$ cat src/rtl/i2stx_pkg.sv
package i2stx_pkg;

    localparam int unsigned SMP_W = 32;
    localparam int unsigned CNT_W = $clog2(SMP_W + 1);

    typedef enum logic [1:0] {
        ST_IDLE = 2'd0,
        ST_DATA = 2'd1,
        ST_PAD  = 2'd2
    } frm_st_e;

    // sample length in bits for each length code
    function automatic logic [CNT_W-1:0] len_of(input logic [2:0] code);
        unique case (code)
            3'd0:       len_of = CNT_W'(32);
            3'd1:       len_of = CNT_W'(24);
            3'd2:       len_of = CNT_W'(20);
            3'd3:       len_of = CNT_W'(18);
            3'd4, 3'd5: len_of = CNT_W'(16);
            default:    len_of = CNT_W'(8);
        endcase
    endfunction

    function automatic logic packed_of(input logic [2:0] code);
        packed_of = (code == 3'd5) || (code == 3'd7);
    endfunction

    function automatic logic [CNT_W-1:0] slotw_of(input logic [2:0] code, input logic s24);
        slotw_of = (s24 && (code inside {3'd1, 3'd2, 3'd3})) ? CNT_W'(24) : CNT_W'(32);
    endfunction

endpackage

$ cat src/rtl/i2stx_hold_buf.sv
module i2stx_hold_buf #(
    parameter int unsigned W = 32
) (
    input  logic         clk_i,
    input  logic         rst_ni,
    input  logic         wr_i,
    input  logic [W-1:0] data_i,
    input  logic         take_i,
    output logic         full_o,
    output logic [W-1:0] data_o
);

    logic         full_q;
    logic [W-1:0] data_q;

    always_ff @(posedge clk_i or negedge rst_ni) begin
        if (!rst_ni) begin
            full_q <= 1'b0;
            data_q <= '0;
        end else begin
            if (take_i) full_q <= 1'b0;
            if (wr_i && !full_q) begin
                full_q <= 1'b1;
                data_q <= data_i;
            end
        end
    end

    assign full_o = full_q;
    assign data_o = data_q;

    // a write while full leaves the stored word untouched
    p_wr_full_kept_r2: assert property (@(posedge clk_i) disable iff (!rst_ni)
        (full_q && wr_i) |=> $stable(data_q));

    // the shifter never takes from an empty register
    p_take_needs_full_r9: assert property (@(posedge clk_i) disable iff (!rst_ni)
        take_i |-> full_q);

endmodule

$ cat src/rtl/i2stx_frame_ctl.sv
module i2stx_frame_ctl
    import i2stx_pkg::*;
#(
    parameter int unsigned CW = CNT_W
) (
    input  logic          clk_i,
    input  logic          rst_ni,
    input  logic          en_i,
    input  logic          tick_i,
    input  logic          ws_i,
    input  logic          lj_i,
    input  logic [CW-1:0] len_i,
    input  logic [CW-1:0] slotw_i,
    output logic          start_o,
    output logic          chan_o,
    output frm_st_e       state_o
);

    frm_st_e       st_q, st_d;
    logic          ws_q, edge_q, ch_q;
    logic [CW-1:0] pos_q;
    logic          ws_edge, start_ws, start_auto;

    always_comb begin
        ws_edge    = ws_i ^ ws_q;
        start_ws   = tick_i && (lj_i ? ws_edge : edge_q);
        start_auto = tick_i && (st_q != ST_IDLE) && (pos_q == slotw_i);
        start_o    = en_i && (start_ws || start_auto);
        chan_o     = start_ws ? (lj_i ? ws_i : ws_q) : ~ch_q;
    end

    always_comb begin
        st_d = st_q;
        if (!en_i) begin
            st_d = ST_IDLE;
        end else begin
            unique case (st_q)
                ST_IDLE: if (start_o) st_d = ST_DATA;
                ST_DATA: begin
                    if (start_o)                                st_d = ST_DATA;
                    else if (tick_i && (pos_q == len_i - 1'b1)) st_d = ST_PAD;
                end
                ST_PAD:  if (start_o) st_d = ST_DATA;
                default: st_d = ST_IDLE;
            endcase
        end
    end

    always_ff @(posedge clk_i or negedge rst_ni) begin
        if (!rst_ni) st_q <= ST_IDLE;
        else         st_q <= st_d;
    end

    always_ff @(posedge clk_i or negedge rst_ni) begin
        if (!rst_ni) begin
            ws_q   <= 1'b1;
            edge_q <= 1'b0;
            ch_q   <= 1'b0;
            pos_q  <= '0;
        end else if (!en_i) begin
            ws_q   <= 1'b1;
            edge_q <= 1'b0;
            ch_q   <= 1'b0;
            pos_q  <= '0;
        end else if (tick_i) begin
            ws_q   <= ws_i;
            edge_q <= ws_edge;
            if (start_o) begin
                pos_q <= CW'(1);
                ch_q  <= chan_o;
            end else if (st_q != ST_IDLE) begin
                pos_q <= pos_q + 1'b1;
            end
        end
    end

    assign state_o = st_q;

    // a running slot never counts past its width
    p_pos_bound_r6: assert property (@(posedge clk_i) disable iff (!rst_ni)
        (st_q != ST_IDLE) |-> (pos_q <= slotw_i));

endmodule

$ cat src/rtl/i2stx_shift_unit.sv
module i2stx_shift_unit
    import i2stx_pkg::*;
#(
    parameter int unsigned W  = SMP_W,
    parameter int unsigned CW = CNT_W
) (
    input  logic         clk_i,
    input  logic         rst_ni,
    input  logic         en_i,
    input  logic         tick_i,
    input  logic         start_i,
    input  logic         chan_i,
    input  logic [2:0]   len_code_i,
    input  logic         mono_i,
    input  logic         fill_prev_i,
    input  logic         hold_full_i,
    input  logic [W-1:0] hold_data_i,
    output logic         take_o,
    output logic         sd_o,
    output logic         urun_o
);

    logic [W-1:0]  sh_q, prev_q, pend_q, lcopy_q;
    logic          pend_v_q, sd_q, urun_q;
    logic [CW-1:0] len;
    logic          pk;
    logic [W-1:0]  mask, lo, hi, fill, smp, aligned;
    logic          miss, need_hold;

    always_comb begin
        len       = len_of(len_code_i);
        pk        = packed_of(len_code_i);
        mask      = ~({W{1'b1}} << len);
        lo        = hold_data_i & mask;
        hi        = (hold_data_i >> len) & mask;
        fill      = fill_prev_i ? prev_q : '0;
        need_hold = start_i && (!chan_i || (!mono_i && !pk));
        take_o    = need_hold && hold_full_i;
        if (chan_i && mono_i) begin
            smp  = lcopy_q;
            miss = 1'b0;
        end else if (chan_i && pk) begin
            smp  = pend_v_q ? pend_q : fill;
            miss = !pend_v_q;
        end else begin
            smp  = hold_full_i ? lo : fill;
            miss = !hold_full_i;
        end
        aligned = smp << (CW'(W) - len);
    end

    always_ff @(posedge clk_i or negedge rst_ni) begin
        if (!rst_ni) begin
            sh_q     <= '0;
            sd_q     <= 1'b0;
            urun_q   <= 1'b0;
            prev_q   <= '0;
            pend_q   <= '0;
            pend_v_q <= 1'b0;
            lcopy_q  <= '0;
        end else if (!en_i) begin
            sh_q     <= '0;
            sd_q     <= 1'b0;
            urun_q   <= 1'b0;
            prev_q   <= '0;
            pend_v_q <= 1'b0;
            lcopy_q  <= '0;
        end else begin
            urun_q <= start_i && miss;
            if (tick_i) begin
                if (start_i) begin
                    sd_q   <= aligned[W-1];
                    sh_q   <= aligned << 1;
                    prev_q <= smp;
                    if (!chan_i) begin
                        lcopy_q  <= smp;
                        pend_q   <= hi;
                        pend_v_q <= hold_full_i && pk && !mono_i;
                    end else if (pk && !mono_i) begin
                        pend_v_q <= 1'b0;
                    end
                end else begin
                    sd_q <= sh_q[W-1];
                    sh_q <= sh_q << 1;
                end
            end
        end
    end

    assign sd_o   = sd_q;
    assign urun_o = urun_q;

    // the underrun pulse only follows a bit strobe
    p_urun_on_tick_r9: assert property (@(posedge clk_i) disable iff (!rst_ni)
        urun_q |-> $past(tick_i));

    // serial data holds between strobes
    p_sd_hold_r12: assert property (@(posedge clk_i) disable iff (!rst_ni)
        (!$past(tick_i) && $past(en_i)) |-> $stable(sd_q));

endmodule

$ cat src/rtl/i2s_tx_serializer.sv
module i2s_tx_serializer
    import i2stx_pkg::*;
#(
    parameter int unsigned DATA_W = SMP_W
) (
    input  logic              clk_i,
    input  logic              rst_ni,
    input  logic              en_i,
    input  logic [2:0]        cfg_len_i,
    input  logic              cfg_lj_i,
    input  logic              cfg_mono_i,
    input  logic              cfg_slot24_i,
    input  logic              cfg_fill_prev_i,
    input  logic              cfg_loop_i,
    input  logic              hold_wr_i,
    input  logic [DATA_W-1:0] hold_data_i,
    output logic              hold_rdy_o,
    input  logic              bit_tick_i,
    input  logic              ws_i,
    output logic              sd_o,
    input  logic              sd_ext_i,
    output logic              rx_sd_o,
    output logic              urun_o
);

    localparam int unsigned CW = $clog2(DATA_W + 1);

    logic              full, take, start, chan;
    logic [DATA_W-1:0] hold_q;
    frm_st_e           st;

    i2stx_hold_buf #(.W(DATA_W)) u_hold (
        .clk_i  (clk_i),
        .rst_ni (rst_ni),
        .wr_i   (hold_wr_i),
        .data_i (hold_data_i),
        .take_i (take),
        .full_o (full),
        .data_o (hold_q)
    );

    i2stx_frame_ctl #(.CW(CW)) u_frame (
        .clk_i   (clk_i),
        .rst_ni  (rst_ni),
        .en_i    (en_i),
        .tick_i  (bit_tick_i),
        .ws_i    (ws_i),
        .lj_i    (cfg_lj_i),
        .len_i   (len_of(cfg_len_i)),
        .slotw_i (slotw_of(cfg_len_i, cfg_slot24_i)),
        .start_o (start),
        .chan_o  (chan),
        .state_o (st)
    );

    i2stx_shift_unit #(.W(DATA_W), .CW(CW)) u_shift (
        .clk_i       (clk_i),
        .rst_ni      (rst_ni),
        .en_i        (en_i),
        .tick_i      (bit_tick_i),
        .start_i     (start),
        .chan_i      (chan),
        .len_code_i  (cfg_len_i),
        .mono_i      (cfg_mono_i),
        .fill_prev_i (cfg_fill_prev_i),
        .hold_full_i (full),
        .hold_data_i (hold_q),
        .take_o      (take),
        .sd_o        (sd_o),
        .urun_o      (urun_o)
    );

    assign hold_rdy_o = !full;
    assign rx_sd_o    = cfg_loop_i ? sd_o : sd_ext_i;

    // once a strobe passes in PAD without a new slot, the line is zero
    p_pad_quiet_r3: assert property (@(posedge clk_i) disable iff (!rst_ni)
        $past(st == ST_PAD && bit_tick_i && !start) |-> !sd_o);

endmodule

$ cat config.mk
export PLATFORM = sky130hd
export DESIGN_NAME = i2s_tx_serializer
export DESIGN_NICKNAME = d
export VERILOG_FILES = /design/src/rtl/i2stx_pkg.sv /design/src/rtl/i2stx_hold_buf.sv /design/src/rtl/i2stx_frame_ctl.sv /design/src/rtl/i2stx_shift_unit.sv /design/src/rtl/i2s_tx_serializer.sv
export SDC_FILE = /design/constraint.sdc
export NUM_CORES = 1
export LEC_CHECK = 0
export ABC_CLOCK_PERIOD_IN_PS = 6600
export BUFFER_PORTS_ARGS = -buffer_cell sky130_fd_sc_hd__buf_2
export CORE_ASPECT_RATIO = 1.4
export CORE_MARGIN = 2
export CORE_UTILIZATION = 44
export CTS_CLUSTER_SIZE = 20
export DETAILED_ROUTE_END_ITERATION = 10
export GPL_ROUTABILITY_DRIVEN = 0
export SETUP_SLACK_MARGIN = 0.5
export SYNTH_ARGS = -nofsm -noshare
export SYNTH_HDL_FRONTEND = slang
export SYNTH_SLANG_ARGS = --single-unit
export TNS_END_PERCENT = 5
$ cat constraint.sdc
create_clock -name clk_i -period 6.6 [get_ports clk_i]
set_input_delay 0.33 -clock clk_i [delete_from_list [all_inputs] [get_ports clk_i]]
set_output_delay 0.33 -clock clk_i [all_outputs]
set_load 0.01 [all_outputs]
==> results of run 1 <==
## worst max-delay path by stage
stage	startpoint	end	slack [ps]	cells after the start
after floorplan	cfg_len_i[1]	u_shift.sh_q[23]$_DFFE_PN0P_	2970	16
after global placement	cfg_len_i[0]	u_shift.sd_o$_DFFE_PN0P_	2250	10
after detailed placement	cfg_len_i[0]	u_shift.sd_o$_DFFE_PN0P_	2160	10
after CTS	cfg_len_i[0]	u_shift.sd_o$_DFFE_PN0P_	2580	10
after global routing	cfg_len_i[0]	u_shift.sd_o$_DFFE_PN0P_	2350	10
final	cfg_len_i[0]	u_shift.sd_o$_DFFE_PN0P_	2500	10
## worst max-delay path, delay by kind of cell
kind / cells / cell delay [ps]
AO/OA/AOI/OAI: 4 / 1030
adder cells (fa/ha/maj): 2 / 540
buffers and inverters: 2 / 1320
multiplexers: 1 / 550
AND/OR/NAND/NOR: 1 / 630
## cell usage in the layout (no fill, tap or decap), drive strengths merged, types with 6 or more instances in the layout
master	instances
dfrtp	173
nand2	145
nor2	129
buf	87
a21oi	64
o21ai	59
mux2	55
a211oi	55
mux2i	31
and2	26
inv	26
nand3	22
nor3	21
o211ai	19
o22ai	18
clkbuf	18
a31oi	17
a221o	14
a221oi	13
nor2b	13
a32oi	12
a22oi	12
o221ai	12
nand2b	10
a31o	9
o31ai	9
nand3b	8
or3	7
a21o	7
a2bb2oi	6
o21a	6
nand4	6
nor4	6
mux4	6
ha	6
## logic make-up (layout without fill, tap and decap cells)
family                   after synthesis  in the layout
AO/OA/AOI/OAI                        387            387
multiplexers                          92             92
flip-flops                           174            174
buffers and inverters                127            140
XOR/XNOR                               9              9
adder cells (fa/ha/maj)                7              7
AND/OR/NAND/NOR                      417            417
## sequential cells by signal, indices dropped and copies added, names as in the netlist, 2 cells and up
signal,flops
u_hold.data_o,32
u_shift.lcopy_q,32
u_shift.pend_q,32
u_shift.prev_q,32
u_shift.sh_q,31
u_frame.pos_q,6
u_frame.state_o,2
## per-layer routing
layer | vias up | share of wire | track usage
met1 | 5032 | 0.38 | 0.368
met5 | - | 0 | 0
met2 | 505 | 0.48 | 0.494
li1 | 4524 | - | -
met3 | 152 | 0.063 | 0.0517
met4 | 0 | 0.076 | 0.216
## power groups by stage
| stage | Sequential (W) | Clock, W | Combinational (W) |
|---|---|---|---|
| after floorplan | 0.00137 | 0 | 0.000827 |
| after global placement | 0.00148 | 0 | 0.00118 |
| after detailed placement | 0.00148 | 0 | 0.00119 |
| after CTS | 0.00146 | 0.00105 | 0.00119 |
| after global routing | 0.00148 | 0.00111 | 0.00130 |
| final | 0.00147 | 0.00104 | 0.00122 |
## through the flow
step | hold slack, ps | setup WS (ps) | power, W
finish | 11.1 | 2500 | 0.00372
global route | 82.1 | 2350 | 0.00388
CTS | 46.4 | 2580 | 0.00371
detailed placement | 474 | 2160 | 0.00267
global placement | 464 | 2250 | 0.00266
floorplan | 34.4 | 2970 | 0.00219
## layout make-up
class                           instances  area, um2  area share
Clock buffer                           17        425      0.0355
Clock inverter                         15        160      0.0134
Inverter                               20       75.1     0.00627
Multi-Input combinational cell        912       6020       0.503
Sequential cell                       174       4360       0.364
Tap cell                              315        394      0.0329
Timing Repair Buffer                   88        544      0.0455
==> flow_metrics.py, run 1 <==
metrics = {
    "run_status": {
        "status": "finished clean",
    },
    "placed_design": {
        "post-dp-hpwl_um": 26900,
        "place_inst": 1509,
        "placed_area_um2": 11400,
        "portBuffers": 50,
    },
    "pwr": {
        "seqPwrFrac": 0.394,
        "switchingPower_w": 0.00144,
        "swShare": 0.387,
        "peakVddDrop_mv": 0.215,
        "intPower_w": 0.00228,
        "power.density_nw_per_um2": 311,
        "pwr-share-comb": 0.327,
        "pwr-share-clk": 0.279,
        "leakagePower_nw": 4.84,
    },
    "synth": {
        "synth_seq_cells": 174,
        "synth.mux.area_fraction": 0.0978,
        "synth-simple-area-share": 0.179,
        "synth_area_um2": 10900,
        "synth_cells": 1213,
        "synth.avg_cell_area_um2": 8.97,
        "ys.flop_type": "dfrtp_1",
        "yosysWarnings": 0,
        "synth_top_area_frac": 0.398,
        "synth_edf_count": 0,
        "async_reset_ff_frac": 1.00,
        "yosys-top-cells-count": "173 x dfrtp_1, 144 x nand2_1, 128 x nor2_1",
        "synth-compound-area-share": 0.260,
        "synth.most_common_cell": "dfrtp_1",
        "ys_top_cells_by_area": "dfrtp_1 40%, mux2_2 5.7%, nand2_1 5.0%",
        "synth_xor_area_frac": 0.00724,
        "synth.largest_area_cell": "dfrtp_1",
        "yosys.area_share.adder": 0.00782,
        "synth_top_family_by_area": "compound AO/OA/AOI/OAI gates",
        "yosysSeqAreaShare": 0.400,
        "synth.distinct_cells": 89,
        "syn-num-nets": 1266,
    },
    "detailed_routing": {
        "drtIter0Drc": 1068,
        "drt-wirelength-per-cell_um": 25.5,
        "antenna_left": 0,
        "vias": 10200,
        "vias_per_cell": 6.63,
        "drc": 0,
        "drt-total-wl_um": 39300,
        "dr.pass1.iters": 6,
    },
    "sta": {
        "slew_viol_final": 0,
        "setup_viol": 0,
        "finalHoldViolations": 0,
        "tightest_slew_ps": 1130,
        "min_period_over_period": 0.621,
        "relSlewSlack": 0.245,
        "fin_setup_tns_ps": 0,
        "max_freq_mhz": 244,
        "skew_ps": 16.4,
        "rsz0062_at_grt": "false",
        "fin_crit_ps": 4100,
    },
    "cells_and_area": {
        "antenna-diode-count": 0,
        "stdcell_count": 1541,
        "drive_above_1_share": 0.175,
        "fillers": 2358,
        "fin_area_um2": 12000,
        "nets": 1266,
        "synthToLayoutAreaGrowth_pct": 10.0,
        "finish.utilization": 0.489,
    },
    "clocking": {
        "tritoncts": "built",
        "h-tree-depth": 4,
        "cts.sinks": 174,
        "clk_pin_slew_worst_paths_ps": 60,
        "cts_resized": 0,
        "hold_buffers": 0,
        "postCtsSetupRepairBufs": 0,
        "cts_made_buffers": 17,
        "clk_latency_ps": 460,
        "cts_root_buf": "clkbuf_16",
        "clockBufferDepth": 2,
    },
    "worst_setup_path": {
        "worst-path-max-fanout": 38,
        "rr_startpoint": "u_frame.ws_q$_DFFE_PN1P_",
        "slowest_delay_ps": 770,
        "r2r_setup_slack_ps": 2770,
        "endpoint_kind": "register",
        "crit_slowest_cell": "inv_2",
        "r2r_end": "u_shift.sh_q[28]$_DFFE_PN0P_",
        "start_kind": "input pin",
        "r2r_cells": 9,
        "critPathRequiredTime_ps": 6930,
        "worstPathArrival_ps": 4430,
        "path_cells": "buf_2 > nand3_1 > inv_2 > ha_1 > maj3_1 > a32oi_1 > o21ai_0 > a31oi_1 > mux4_2 > o211ai_1",
        "crit_type": "in -> reg",
    },
    "die": {
        "rows": 68,
        "die_h_um": 190,
        "start_util": 0.444,
        "die-area_um2": 26000,
        "die_w_um": 137,
        "io-pin-count": 51,
        "core_area_um2": 24500,
    },
    "job": {
        "maxCapViolCount": 0,
    },
    "global_route": {
        "grt_overflow": 0,
        "grt.total_usage": 0.307,
        "grt_pass1_vias": 9936,
        "grt_max_degree": 110,
        "antenna_found_initial": 0,
        "grt_pass1_wl_um": 59700,
    },
    "min_path": {
        "hp-class": "in -> async",
    },
}
Note: power is estimated with default switching activity, not from simulation.
==> run 2, diff against run 1 <==
--- a/config.mk
+++ b/config.mk
@@ -5,7 +5,7 @@
 export SDC_FILE = /design/constraint.sdc
 export NUM_CORES = 1
 export LEC_CHECK = 0
-export ABC_CLOCK_PERIOD_IN_PS = 6600
+export ABC_CLOCK_PERIOD_IN_PS = 3900
 export BUFFER_PORTS_ARGS = -buffer_cell sky130_fd_sc_hd__buf_2
 export CORE_ASPECT_RATIO = 1.4
 export CORE_MARGIN = 2
==> constraint.sdc (replaced) <==
create_clock -name clk_i -period 3.9 [get_ports clk_i]
set_input_delay 0.195 -clock clk_i [delete_from_list [all_inputs] [get_ports clk_i]]
set_output_delay 0.195 -clock clk_i [all_outputs]
set_load 0.01 [all_outputs]
==> run 2 against run 1 <==
Compared with the run above:
- the flow now finishes with violations (hold timing)
- via count grew 1.9%
- worst hold slack got worse by 12 ps
- global-route usage increased by 0.99 points
==> flow_metrics.py, run 2 (same netlist as run 1, synthesis figures left out) <==
metrics = {
    "run_status": {
        "status": "finished, violations left",
        "violations": "hold timing",
    },
    "cells_and_area": {
        "final_common_cell": "dfrtp_1",
        "nets": 1320,
        "final_cell_mix": "173 x dfrtp_1, 144 x nand2_1, 127 x nor2_1",
        "synthToLayoutAreaGrowth_pct": 15.4,
        "fillers": 2339,
        "drive_above_1_share": 0.187,
    },
    "detailed_routing": {
        "drt-total-wl_um": 40300,
        "dr.pass1.iters": 5,
        "drt-wirelength-per-cell_um": 25.2,
        "antenna_left": 0,
        "drtIter0Drc": 1140,
        "vias_per_cell": 6.52,
        "vias": 10400,
        "drc": 0,
    },
    "global_route": {
        "antenna_found_initial": 0,
        "grt.total_usage": 0.317,
        "grt_overflow": 0,
        "grt_pass1_vias": 10200,
        "grt_pass1_wl_um": 61700,
        "grt_max_degree": 100,
    },
    "sta": {
        "rsz0062_at_grt": "true",
        "fin_crit_ps": 3320,
        "hold_ws_ps": -0.411,
        "fin_setup_tns_ps": 0,
        "tightest_slew_ps": 1030,
        "max_freq_mhz": 301,
        "setup_viol": 0,
        "relSlewSlack": 0.315,
        "slew_viol_final": 0,
        "min_period_over_period": 0.851,
        "finalHoldViolations": 1,
        "skew_ps": 10.8,
    },
    "min_path": {
        "hp-class": "in -> reg",
    },
    "pwr": {
        "power_w": 0.00653,
        "leakagePower_nw": 5.10,
        "power.density_nw_per_um2": 520,
        "peakVddDrop_mv": 0.344,
    },
    "clocking": {
        "clk_latency_ps": 460,
        "cts_root_buf": "clkbuf_16",
        "cts.sinks": 174,
        "clk_pin_slew_worst_paths_ps": 70,
        "tritoncts": "built",
        "cts_made_buffers": 17,
        "h-tree-depth": 4,
        "clockBufferDepth": 2,
    },
    "worst_setup_path": {
        "critPathRequiredTime_ps": 4230,
        "worst-path-max-fanout": 15,
        "crit_type": "reg -> reg",
        "start_kind": "register",
        "endpoint_kind": "register",
        "worstPathArrival_ps": 3650,
    },
    "die": {
        "die_h_um": 190,
        "die-area_um2": 26000,
        "die_w_um": 137,
        "start_util": 0.444,
        "rows": 68,
        "io-pin-count": 51,
        "core_area_um2": 24500,
    },
    "placed_design": {
        "post-dp-hpwl_um": 28100,
        "portBuffers": 50,
    },
    "job": {
        "maxCapViolCount": 0,
    },
}
-- run 2: cell type report --
type	count	area (um2)	share of cell area
diodes	1	2.50	0.000199
clock buffers	20	457	0.0364
clock inverters	12	185	0.0147
inverters	20	75.1	0.00598
multi-input cells	912	6030	0.480
flip-flops and latches	174	4360	0.347
well taps	315	394	0.0314
repair buffers	142	1060	0.0846
-- run 2: power breakdown --
part	leakage (nW)	total [W]	switching (W)	internal [W]
Clock	0.299	0.00189	0.000779	0.00111
Sequential	2.30	0.00251	0.000403	0.00211
Combinational	2.50	0.00213	0.00125	0.000874
Total	5.10	0.00653	0.00244	0.00409
-- run 2: critical path, stage by stage (launching register included) --
cell,delay (ps)
dfstp_2,600
nand4b_1,140
nand2_1,470
nor2_1,170
buf_4,250
a221o_1,350
mux2i_1,480
or3_1,210
o2111ai_1,180
o32a_1,330
-- run 2: path summary, 6_finish.rpt --
check	from	end	slack [ps]	depth (start not counted)
max	u_frame.ws_q$_DFFE_PN1P_	u_shift.sh_q[27]$_DFFE_PN0P_	580	9
max in group asynchronous	rst_ni	u_shift.sh_q[29]$_DFFE_PN0P_	2500	3
max reg2reg	u_frame.ws_q$_DFFE_PN1P_	u_shift.sh_q[27]$_DFFE_PN0P_	580	9
min reg2reg	u_shift.pend_q[5]$_DFFE_PN0P_	u_shift.pend_q[5]$_DFFE_PN0P_	490	2
min	hold_data_i[5]	u_hold.data_o[5]$_DFFE_PN0P_	-0.4	2
min in group asynchronous	rst_ni	u_hold.data_o[12]$_DFFE_PN0P_	440	2
-- run 2: per-layer routing --
metal | routed length (um) | up-vias | global-route usage
met5 | 0 | - | 0
met4 | 3130 | 0 | 0.224
met3 | 2620 | 150 | 0.0498
met2 | 19200 | 549 | 0.504
met1 | 15300 | 5066 | 0.389
li1 | - | 4638 | -
-- run 2: repair_timing --
item,4_1_cts,5_1_grt
endpoints found under the setup margin,0,14
hold buffers,31,0
resized for setup,0,2
setup buffers,0,0
hold endpoints to repair,125,0
-- run 2: metrics by stage --
stage	std cells	worst slack, ps	hold slack [ps]	util	cell area, um2
after floorplan	1213	460	-101	-	10900
after global placement	1532	441	384	0.473	11600
after detailed placement	1532	366	390	0.473	11600
after CTS	1595	514	1.71	0.512	12500
after global routing	1595	456	5.09	0.513	12600
final	1596	581	-0.411	0.513	12600
